File: config.mk
export PLATFORM = sky130hd
export DESIGN_NAME = tlb_xlate
export DESIGN_NICKNAME = d
export VERILOG_FILES = /design/src/rtl/tlb_pkg.sv /design/src/rtl/tlb_set_match.sv /design/src/rtl/tlb_victim.sv /design/src/rtl/tlb_store.sv /design/src/rtl/tlb_xlate.sv
export SDC_FILE = /design/constraint.sdc
export NUM_CORES = 1
export LEC_CHECK = 0
export ABC_CLOCK_PERIOD_IN_PS = 3350
export BUFFER_PORTS_ARGS = -buffer_cell sky130_fd_sc_hd__buf_2
export CAP_MARGIN = 20
export CORE_MARGIN = 2
export CORE_UTILIZATION = 56
export DETAILED_ROUTE_END_ITERATION = 10
export PLACE_DENSITY = 0.76
export SLEW_MARGIN = 20
export SYNTH_ARGS = -nofsm -noshare
export SYNTH_HDL_FRONTEND = slang
export SYNTH_SLANG_ARGS = --single-unit
File: constraint.sdc
create_clock -name clk_i -period 3.35 [get_ports clk_i]
set_input_delay 0 -clock clk_i [delete_from_list [all_inputs] [get_ports clk_i]]
set_output_delay 0 -clock clk_i [all_outputs]
set_load 0.005 [all_outputs]
File: src/rtl/tlb_pkg.sv
package tlb_pkg;
  // bit 0 read, bit 1 write, bit 2 supervisor
  typedef struct packed {
    logic sup;
    logic wr;
    logic rd;
  } perm_t;

  localparam int unsigned PERM_W = $bits(perm_t);
endpackage

File: src/rtl/tlb_set_match.sv
module tlb_set_match #(
  parameter int unsigned WAYS  = 4,
  parameter int unsigned TAG_W = 6,
  localparam int unsigned WAY_W = (WAYS > 1) ? $clog2(WAYS) : 1
) (
  input  logic [WAYS-1:0]  valid_i,
  input  logic [TAG_W-1:0] tag_i [WAYS],
  input  logic [TAG_W-1:0] key_i,
  output logic             hit_o,
  output logic [WAYS-1:0]  oh_o,
  output logic [WAY_W-1:0] idx_o
);
  for (genvar w = 0; w < WAYS; w++) begin : g_cmp
    assign oh_o[w] = valid_i[w] && (tag_i[w] == key_i);
  end

  assign hit_o = |oh_o;

  always_comb begin
    idx_o = '0;
    for (int w = WAYS - 1; w >= 0; w--) begin
      if (oh_o[w]) idx_o = WAY_W'(w);
    end
  end
endmodule

File: src/rtl/tlb_victim.sv
module tlb_victim #(
  parameter int unsigned WAYS = 4,
  localparam int unsigned WAY_W = (WAYS > 1) ? $clog2(WAYS) : 1
) (
  input  logic [WAYS-1:0]  valid_i,
  input  logic             match_i,
  input  logic [WAY_W-1:0] match_idx_i,
  input  logic [WAY_W-1:0] rr_i,
  output logic [WAY_W-1:0] way_o,
  output logic             evict_o
);
  always_comb begin
    way_o   = rr_i;
    evict_o = 1'b1;
    for (int w = WAYS - 1; w >= 0; w--) begin
      if (!valid_i[w]) begin
        way_o   = WAY_W'(w);
        evict_o = 1'b0;
      end
    end
    if (match_i) begin
      way_o   = match_idx_i;
      evict_o = 1'b0;
    end
  end
endmodule

File: src/rtl/tlb_store.sv
module tlb_store
  import tlb_pkg::*;
#(
  parameter int unsigned SETS  = 4,
  parameter int unsigned WAYS  = 4,
  parameter int unsigned TAG_W = 6,
  parameter int unsigned PPN_W = 6,
  localparam int unsigned IDX_W = (SETS > 1) ? $clog2(SETS) : 1,
  localparam int unsigned WAY_W = (WAYS > 1) ? $clog2(WAYS) : 1
) (
  input  logic             clk_i,
  input  logic             rst_ni,
  input  logic             flush_i,
  input  logic             we_i,
  input  logic             adv_i,
  input  logic [IDX_W-1:0] wr_set_i,
  input  logic [WAY_W-1:0] wr_way_i,
  input  logic [TAG_W-1:0] wr_tag_i,
  input  logic [PPN_W-1:0] wr_ppn_i,
  input  perm_t            wr_perm_i,
  input  logic [IDX_W-1:0] a_set_i,
  output logic [WAYS-1:0]  a_valid_o,
  output logic [TAG_W-1:0] a_tag_o  [WAYS],
  output logic [PPN_W-1:0] a_ppn_o  [WAYS],
  output perm_t            a_perm_o [WAYS],
  input  logic [IDX_W-1:0] b_set_i,
  output logic [WAYS-1:0]  b_valid_o,
  output logic [TAG_W-1:0] b_tag_o  [WAYS],
  output logic [WAY_W-1:0] b_rr_o
);
  logic [WAYS-1:0]  valid_q [SETS];
  logic [WAY_W-1:0] rr_q    [SETS];
  logic [TAG_W-1:0] tag_q   [SETS][WAYS];
  logic [PPN_W-1:0] ppn_q   [SETS][WAYS];
  perm_t            perm_q  [SETS][WAYS];

  always_ff @(posedge clk_i or negedge rst_ni) begin
    if (!rst_ni) begin
      for (int s = 0; s < SETS; s++) begin
        valid_q[s] <= '0;
        rr_q[s]    <= '0;
      end
    end else if (flush_i) begin
      for (int s = 0; s < SETS; s++) begin
        valid_q[s] <= '0;
        rr_q[s]    <= '0;
      end
    end else if (we_i) begin
      valid_q[wr_set_i][wr_way_i] <= 1'b1;
      if (adv_i) begin
        rr_q[wr_set_i] <= (rr_q[wr_set_i] == WAY_W'(WAYS - 1)) ? '0 : rr_q[wr_set_i] + 1'b1;
      end
    end
  end

  // payload needs no reset: qualified by valid
  always_ff @(posedge clk_i) begin
    if (we_i && !flush_i) begin
      tag_q[wr_set_i][wr_way_i]  <= wr_tag_i;
      ppn_q[wr_set_i][wr_way_i]  <= wr_ppn_i;
      perm_q[wr_set_i][wr_way_i] <= wr_perm_i;
    end
  end

  assign a_valid_o = valid_q[a_set_i];
  assign b_valid_o = valid_q[b_set_i];
  assign b_rr_o    = rr_q[b_set_i];

  for (genvar w = 0; w < WAYS; w++) begin : g_rd
    assign a_tag_o[w]  = tag_q[a_set_i][w];
    assign a_ppn_o[w]  = ppn_q[a_set_i][w];
    assign a_perm_o[w] = perm_q[a_set_i][w];
    assign b_tag_o[w]  = tag_q[b_set_i][w];
  end
endmodule

File: src/rtl/tlb_xlate.sv
module tlb_xlate
  import tlb_pkg::*;
#(
  parameter int unsigned VPN_W = 8,
  parameter int unsigned PPN_W = 6,
  parameter int unsigned SETS  = 4,
  parameter int unsigned WAYS  = 4,
  localparam int unsigned IDX_W = (SETS > 1) ? $clog2(SETS) : 1,
  localparam int unsigned TAG_W = VPN_W - IDX_W,
  localparam int unsigned WAY_W = (WAYS > 1) ? $clog2(WAYS) : 1
) (
  input  logic             clk_i,
  input  logic             rst_ni,
  input  logic             lkp_vld_i,
  input  logic [VPN_W-1:0] lkp_vpn_i,
  output logic             hit_o,
  output logic             miss_o,
  output logic [PPN_W-1:0] ppn_o,
  output logic [2:0]       perm_o,
  input  logic             fill_vld_i,
  input  logic [VPN_W-1:0] fill_vpn_i,
  input  logic [PPN_W-1:0] fill_ppn_i,
  input  logic [2:0]       fill_perm_i,
  input  logic             flush_i
);
  logic [IDX_W-1:0] lkp_set, fill_set;
  logic [TAG_W-1:0] lkp_tag, fill_tag;

  assign lkp_set  = lkp_vpn_i[IDX_W-1:0];
  assign lkp_tag  = lkp_vpn_i[VPN_W-1:IDX_W];
  assign fill_set = fill_vpn_i[IDX_W-1:0];
  assign fill_tag = fill_vpn_i[VPN_W-1:IDX_W];

  logic [WAYS-1:0]  a_valid, b_valid;
  logic [TAG_W-1:0] a_tag [WAYS];
  logic [TAG_W-1:0] b_tag [WAYS];
  logic [PPN_W-1:0] a_ppn [WAYS];
  perm_t            a_perm [WAYS];
  logic [WAY_W-1:0] b_rr;

  logic             we, evict;
  logic [WAY_W-1:0] wr_way;

  assign we = fill_vld_i && !flush_i;

  tlb_store #(
    .SETS(SETS), .WAYS(WAYS), .TAG_W(TAG_W), .PPN_W(PPN_W)
  ) u_store (
    .clk_i     (clk_i),
    .rst_ni    (rst_ni),
    .flush_i   (flush_i),
    .we_i      (we),
    .adv_i     (evict),
    .wr_set_i  (fill_set),
    .wr_way_i  (wr_way),
    .wr_tag_i  (fill_tag),
    .wr_ppn_i  (fill_ppn_i),
    .wr_perm_i (perm_t'(fill_perm_i)),
    .a_set_i   (lkp_set),
    .a_valid_o (a_valid),
    .a_tag_o   (a_tag),
    .a_ppn_o   (a_ppn),
    .a_perm_o  (a_perm),
    .b_set_i   (fill_set),
    .b_valid_o (b_valid),
    .b_tag_o   (b_tag),
    .b_rr_o    (b_rr)
  );

  logic             lkp_match;
  logic [WAYS-1:0]  lkp_oh;
  logic [WAY_W-1:0] lkp_idx;

  tlb_set_match #(.WAYS(WAYS), .TAG_W(TAG_W)) u_lkp_cmp (
    .valid_i (a_valid),
    .tag_i   (a_tag),
    .key_i   (lkp_tag),
    .hit_o   (lkp_match),
    .oh_o    (lkp_oh),
    .idx_o   (lkp_idx)
  );

  logic             fill_match;
  logic [WAYS-1:0]  fill_oh;
  logic [WAY_W-1:0] fill_idx;

  tlb_set_match #(.WAYS(WAYS), .TAG_W(TAG_W)) u_fill_cmp (
    .valid_i (b_valid),
    .tag_i   (b_tag),
    .key_i   (fill_tag),
    .hit_o   (fill_match),
    .oh_o    (fill_oh),
    .idx_o   (fill_idx)
  );

  tlb_victim #(.WAYS(WAYS)) u_victim (
    .valid_i     (b_valid),
    .match_i     (fill_match),
    .match_idx_i (fill_idx),
    .rr_i        (b_rr),
    .way_o       (wr_way),
    .evict_o     (evict)
  );

  logic             hit;
  logic [PPN_W-1:0] ppn_sel;
  perm_t            perm_sel;

  assign hit = lkp_vld_i && !flush_i && lkp_match;

  // one-hot AND-OR mux, zero when nothing matches
  always_comb begin
    ppn_sel  = '0;
    perm_sel = '0;
    for (int w = 0; w < WAYS; w++) begin
      ppn_sel  = ppn_sel  | (a_ppn[w]  & {PPN_W{lkp_oh[w]}});
      perm_sel = perm_sel | (a_perm[w] & {PERM_W{lkp_oh[w]}});
    end
  end

  assign hit_o  = hit;
  assign miss_o = lkp_vld_i && !hit;
  assign ppn_o  = hit ? ppn_sel : '0;
  assign perm_o = hit ? perm_sel : '0;

  logic unused_idx;
  assign unused_idx = ^{lkp_idx, fill_oh};
endmodule

# After elaboration in Yosys (flattened, before gate mapping)
# Memories as Yosys holds them, arrays and structs flattened.
# Cells that the tools add are included.
totals:
  reg_bits: 24
  out_inout_bits: 11
  n_memories: 3
  ram_bits: 240
  elab_cells: 114
  in_bits: 30
classes:
  mux: 45
  bitwise_logic: 18
  reduce_logical: 23
  add_sub_neg: 1
  n_eq_ne: 9
  n_lt_le_gt_ge: 7
mem_list:
  columns: ["name", "words", "width", "rd", "rd_ports_with_merged_regs", "wr", "line", "source"]
  rows:
  - ["u_store.ppn_q", 4, 24, 1, 0, 1, "tlb_store.sv:34", "logic [PPN_W-1:0] ppn_q [SETS][WAYS];"]
  - ["u_store.tag_q", 4, 24, 2, 0, 1, "tlb_store.sv:33", "logic [TAG_W-1:0] tag_q [SETS][WAYS];"]
  - ["u_store.perm_q", 4, 12, 1, 0, 1, "tlb_store.sv:35", "perm_t perm_q [SETS][WAYS];"]
op_table:
  columns: ["operator", "n"]
  rows:
  - ["$eq 6x6->1", 8]
  - ["$mux 16", 2]
  - ["$mux 2", 13]
  - ["$and 6x6->6", 4]
  - ["$mux 24", 1]
  - ["$mux 8", 3]
  - ["$mux 4", 5]
  - ["$or 6x6->6", 3]
  - ["$bmux 4 s2", 2]
  - ["$logic_and 1x1->1", 16]
  - ["$or 16x16->16", 1]
  - ["$and 3x3->3", 4]
  - ["$demux 6 s2", 1]
  - ["$mux 12", 1]
  - ["$mux 6", 2]
  - ["$ge 3x3->1 const B", 3]
  - ["$not 2->3", 3]
  - ["$or 3x3->3", 3]
  - ["$bwmux 8", 1]
  - ["$demux 4 s2", 1]
  - ["$reduce_or 4->1", 2]
  - ["$mux 1", 7]
  - ["$demux 3 s2", 1]
  - ["$lt 3x1->1 const B", 2]
  - ["other kinds (11)", 14]

# Logic depth before layout (Yosys ltp)
logic_depth:
  ltp_word: 19
  ltp_mapped: 10

# By module
# From an unflattened synthesis, not the netlist that was laid out.
hier_totals:
  cells_unflattened: 584
  hier_area_um2: 11633.7
modules_own_cells:
  columns: ["mod", "cells_each", "seq_area_each_um2", "area_each_um2", "n_inst"]
  rows:
  - ["tlb_store", 457, 7807.5, 10541.4, 1]
  - ["tlb_set_match", 40, 0.0, 366.6, 2]
  - ["tlb_xlate", 36, 0.0, 302.8, 1]
  - ["tlb_victim", 11, 0.0, 56.3, 1]

# Worst setup path before layout
# No wires, ideal clock.
synth_path:
  path_kind: "reg-to-reg"
  from: "mem u_store.tag_q[1][16] (netlist bit)"
  to: "mem u_store.perm_q[0][6] (netlist bit), enable pin"
  synth_period_minus_slack_ps: 3255
  n_path_buf: 0
  setup_slack_ps: 95
  required_time_ps: 2944
  setup_ps: 406
  arrival_time_ps: 2849
  stages_incl_launch_ff: 7
  path_cell_list: "edfxtp_1 > mux4_1 > xnor2_1 > nand4_1 > nor4_1 > a21oi_2 > nor3_1"
synth_lines:
  columns: ["item", "line"]
  rows:
  - ["start, declared", "tlb_store.sv:33"]
  - ["end, declared", "tlb_store.sv:35"]

==> key figures <==
STA
  • Least-Margin Pin Slew: 959.0 ps
  • Count of final hold-check violations: 0
  • Tmin final: 3187 ps
  • Clock skew: 13.29 ps
  • FMAX: 313.7 MHz
  • Max-slew violations: 0
  • Period utilisation layout: 95.15%
  • Setup violators final: 0
  • Max-slew headroom: 36.00%
  • Final worst setup slack: 162.6 ps
  • Unrepaired setup endpoints after global routing: false

Place
  • Worst slack at placement: -21.59 ps
  • Port bufs: 40
  • Gpl congestion: 0.9214
  • Placed Instances: 921
  • Detail Placement HPWL: 17160 um

Clock network
  • Clock Sinks: 264
  • Post-CTS setup buffer count: 0
  • Clock-pin slew on the worst setup and hold paths: 60 ps
  • CTS Buf Count: 27
  • H-tree levels: 1
  • CTS max path bufs: 3
  • CTS tree: yes
  • Clk_lat worst skew: 550 ps
  • Root Driver: clkbuf_16

Detailed routing
  • 1st-iter DRT viols: 633
  • Antenna Violating Nets Remaining: 0
  • # DRC: 0
  • WL/cell: 26.76 um
  • 1st-pass router iterations: 5
  • Final WL: 26520 um
  • Vias/cell: 6.340
  • DR vias: 6283

Yosys
  • Seq/Total Area, Yosys: 67.41%
  • Top_reg_cell synth: edfxtp_1
  • Flops & latches, synth: 264
  • Top post-synthesis cells by area: edfxtp_1, mux4_2, dfrtp_1, xor2_1, xnor2_1
  • Mapped Nets: 634
  • Top-area cell type share of the netlist area: 62.22%
  • Cell accounting for the most synthesized area: edfxtp_1
  • EDFF count, synth: 240
  • Ys Warns: 0
  • Syn Std Cell Area: 11580 um^2
  • Post-synth cell types: 40
  • Syn Inst Count: 603
  • Post-synth top cells: edfxtp_1, mux4_2, xor2_1
  • Fraction of registers with async set/reset: 9.091%
  • Most common cell in the netlist: edfxtp_1
  • Syn Area/Cell: 19.21 um^2

Critical path
  • Worst-path cell chain: mux4_2 -> xnor2_1 -> nand4_1 -> or4_1 -> inv_2 -> o311ai_4 -> a21oi_2 -> buf_2
  • CP Class: flip-flop to output pin
  • CP Buf/Inv Count: 2
  • Worst Setup Start Kind: flip-flop
  • Slowest-stage cell, CP: or4_1
  • WP data arrival: 3190 ps
  • Crit path max fanout: 11
  • CP Capture Type: output pin
  • CP required: 3350 ps
  • Delay-heaviest family, CP: simple AND/OR/NAND/NOR gates
  • Worst path max stage delay: 560 ps

Die
  • Width of the die: 147.8 um
  • Initial Utilization: 57.24%
  • DIE AREA: 21850 um^2
  • I/O Pins: 41
  • Std cell rows: 52
  • Die Ht: 147.8 um
  • Total core area: 20230 um^2

Finish
  • Layout Nets: 732
  • N_diodes: 0
  • Post-route insts no fill: 991
  • Proportion of layout cells with a drive suffix above 1: 33.70%
  • Synth-to-Final Area Change: 17.01%

Run
  • MaxCap Viol Count: 0

Power
  • Combinational cell fraction of total power: 6.2%
  • Sw Pwr: 1.534 mW
  • Sw frac: 21.70%
  • Clock power share: 42.5%
  • Maximum vdd drop: 0.4576 mV
  • Sequential share of power: 51.3%
  • PD cells: 521.8 nW/um^2
  • Lkg Pwr: 4.512 nW
  • Internal power: 5.538 mW

Worst hold path
  • Hold crit path type: input pin to flip-flop

GRT
  • Largest net degree at the start of global routing: 37
  • Initial antenna violation count: 0
  • Vias in the first global route: 6621
  • First-pass GRT wire length: 40710 um
  • Global route overflow: 0
  • GRT Util Overall: 25.38%

Outcome
  • Status: completed
-- tightest hold or removal path: cells and delay by family --
family / cells / cell delay, ps
buffers and inverters: 2 / 490
AND/OR/NAND/NOR: 1 / 150
multiplexers: 1 / 100
-- path summary, 6_finish.rpt --
| kind | to | slack [ps] | cells after the start | startpoint |
|---|---|---|---|---|
| setup / recovery | ppn_o[0] | 160 | 8 | u_store.tag_q[3][3]$_DFFE_PP_ |
| hold / removal | u_store.rr_q[3]$_DFFE_PN0P_ | 250 | 4 | fill_vpn_i[1] |
| setup reg to reg | u_store.ppn_q[1][7]$_DFFE_PP_ | 230 | 6 | u_store.tag_q[0][11]$_DFFE_PP_ |
| hold reg to reg | u_store.valid_q[14]$_DFFE_PN0P_ | 510 | 1 | u_store.valid_q[14]$_DFFE_PN0P_ |
| max in group asynchronous | u_store.rr_q[1]$_DFFE_PN0P_ | 2740 | 4 | rst_ni |
| min in group asynchronous | u_store.valid_q[5]$_DFFE_PN0P_ | 460 | 4 | rst_ni |
-- cells by family (layout without fill, tap and decap cells) --
group,Yosys count,count (layout),share of synthesized area [%]
flip-flops,264,264,67.41
multiplexers,105,105,19.07
AND/OR/NAND/NOR,92,92,4.397
AO/OA/AOI/OAI,56,56,3.587
XOR/XNOR,49,49,3.705
buffers and inverters,36,154,1.728
adder cells (fa/ha/maj),1,1,0.1080
-- layout by cell type, fill, tap and decap left out, types with 3 or more instances in the layout --
cell and instances:
edfxtp_1 240, mux4_2 86, buf_2 39, buf_4 30, clkbuf_16 27, xor2_1 25
xnor2_1 24, dfrtp_1 24, a21oi_1 22, nand2_1 22, dlygate4sd3_1 20, nor2b_1 19
mux2i_1 14, buf_12 12, a21oi_2 10, nor2_1 9, nand4_1 9, nor2_2 9
o2bb2ai_1 8, clkinv_2 6, mux4_1 5, nor3_2 4, o31ai_1 4, o2bb2ai_2 4
clkinv_1 4, or4_1 3, clkbuf_1 3, clkinv_4 3, bufinv_16 3, clkinvlp_4 3
-- final cells by class --
class / count / area (um^2)
flip-flops and latches: 264 / 7807
well taps: 270 / 337.8
repair buffers: 101 / 860.8
inverters: 4 / 15.01
multi-input cells: 303 / 3645
clock inverters: 19 / 200.2
clock buffers: 30 / 686.9
fillers: 1322 / 6681
-- flip-flops by register name, summed over array words and instances (netlist names) --
register	flops
u_store.valid_q	16
u_store.rr_q	8
u_store.tag_q	96
u_store.perm_q	48
u_store.ppn_q	96
-- repair_timing --
| action | 4_1_cts | 5_1_grt |
|---|---|---|
| hold buffers | 21 | 0 |
| setup endpoints to repair | 0 | 15 |
| hold endpoints to repair | 261 | 0 |
| resized for setup | 0 | 1 |
-- metal layers --
layer	GRT usage [%]	part of all wire, %	vias to the layer above
met2	42.95	51	268
met1	34.20	39	3279
li1	-	-	2672
met3	4.259	6.7	64
met5	0	0	-
met4	8.429	3.9	0
-- power by group through the flow --
stage | registers [mW] | clock network [mW] | logic (mW)
after floorplan | 3.69 | 0 | 0.254
after global placement | 3.69 | 0 | 0.413
after detailed placement | 3.70 | 0 | 0.424
after CTS | 3.63 | 3.04 | 0.446
after global routing | 3.63 | 3.15 | 0.473
final | 3.63 | 3.00 | 0.441
-- per-stage QoR --
stage	cell area (um^2)	total power, mW	utilization [%]	TNS (ps)	hold slack, ps
2_1_floorplan	11580	3.948	-	0	-295.6
3_3_place_gp	12430	4.106	61.44	0	-9.178
3_5_place_dp	12440	4.119	61.49	-402.9	9.542
4_1_cts	13550	7.110	66.96	0	239.9
5_1_grt	13550	7.252	66.98	0	273.5
6_report	13550	7.072	66.98	0	251.1
Power figures use the tool's default switching activity.
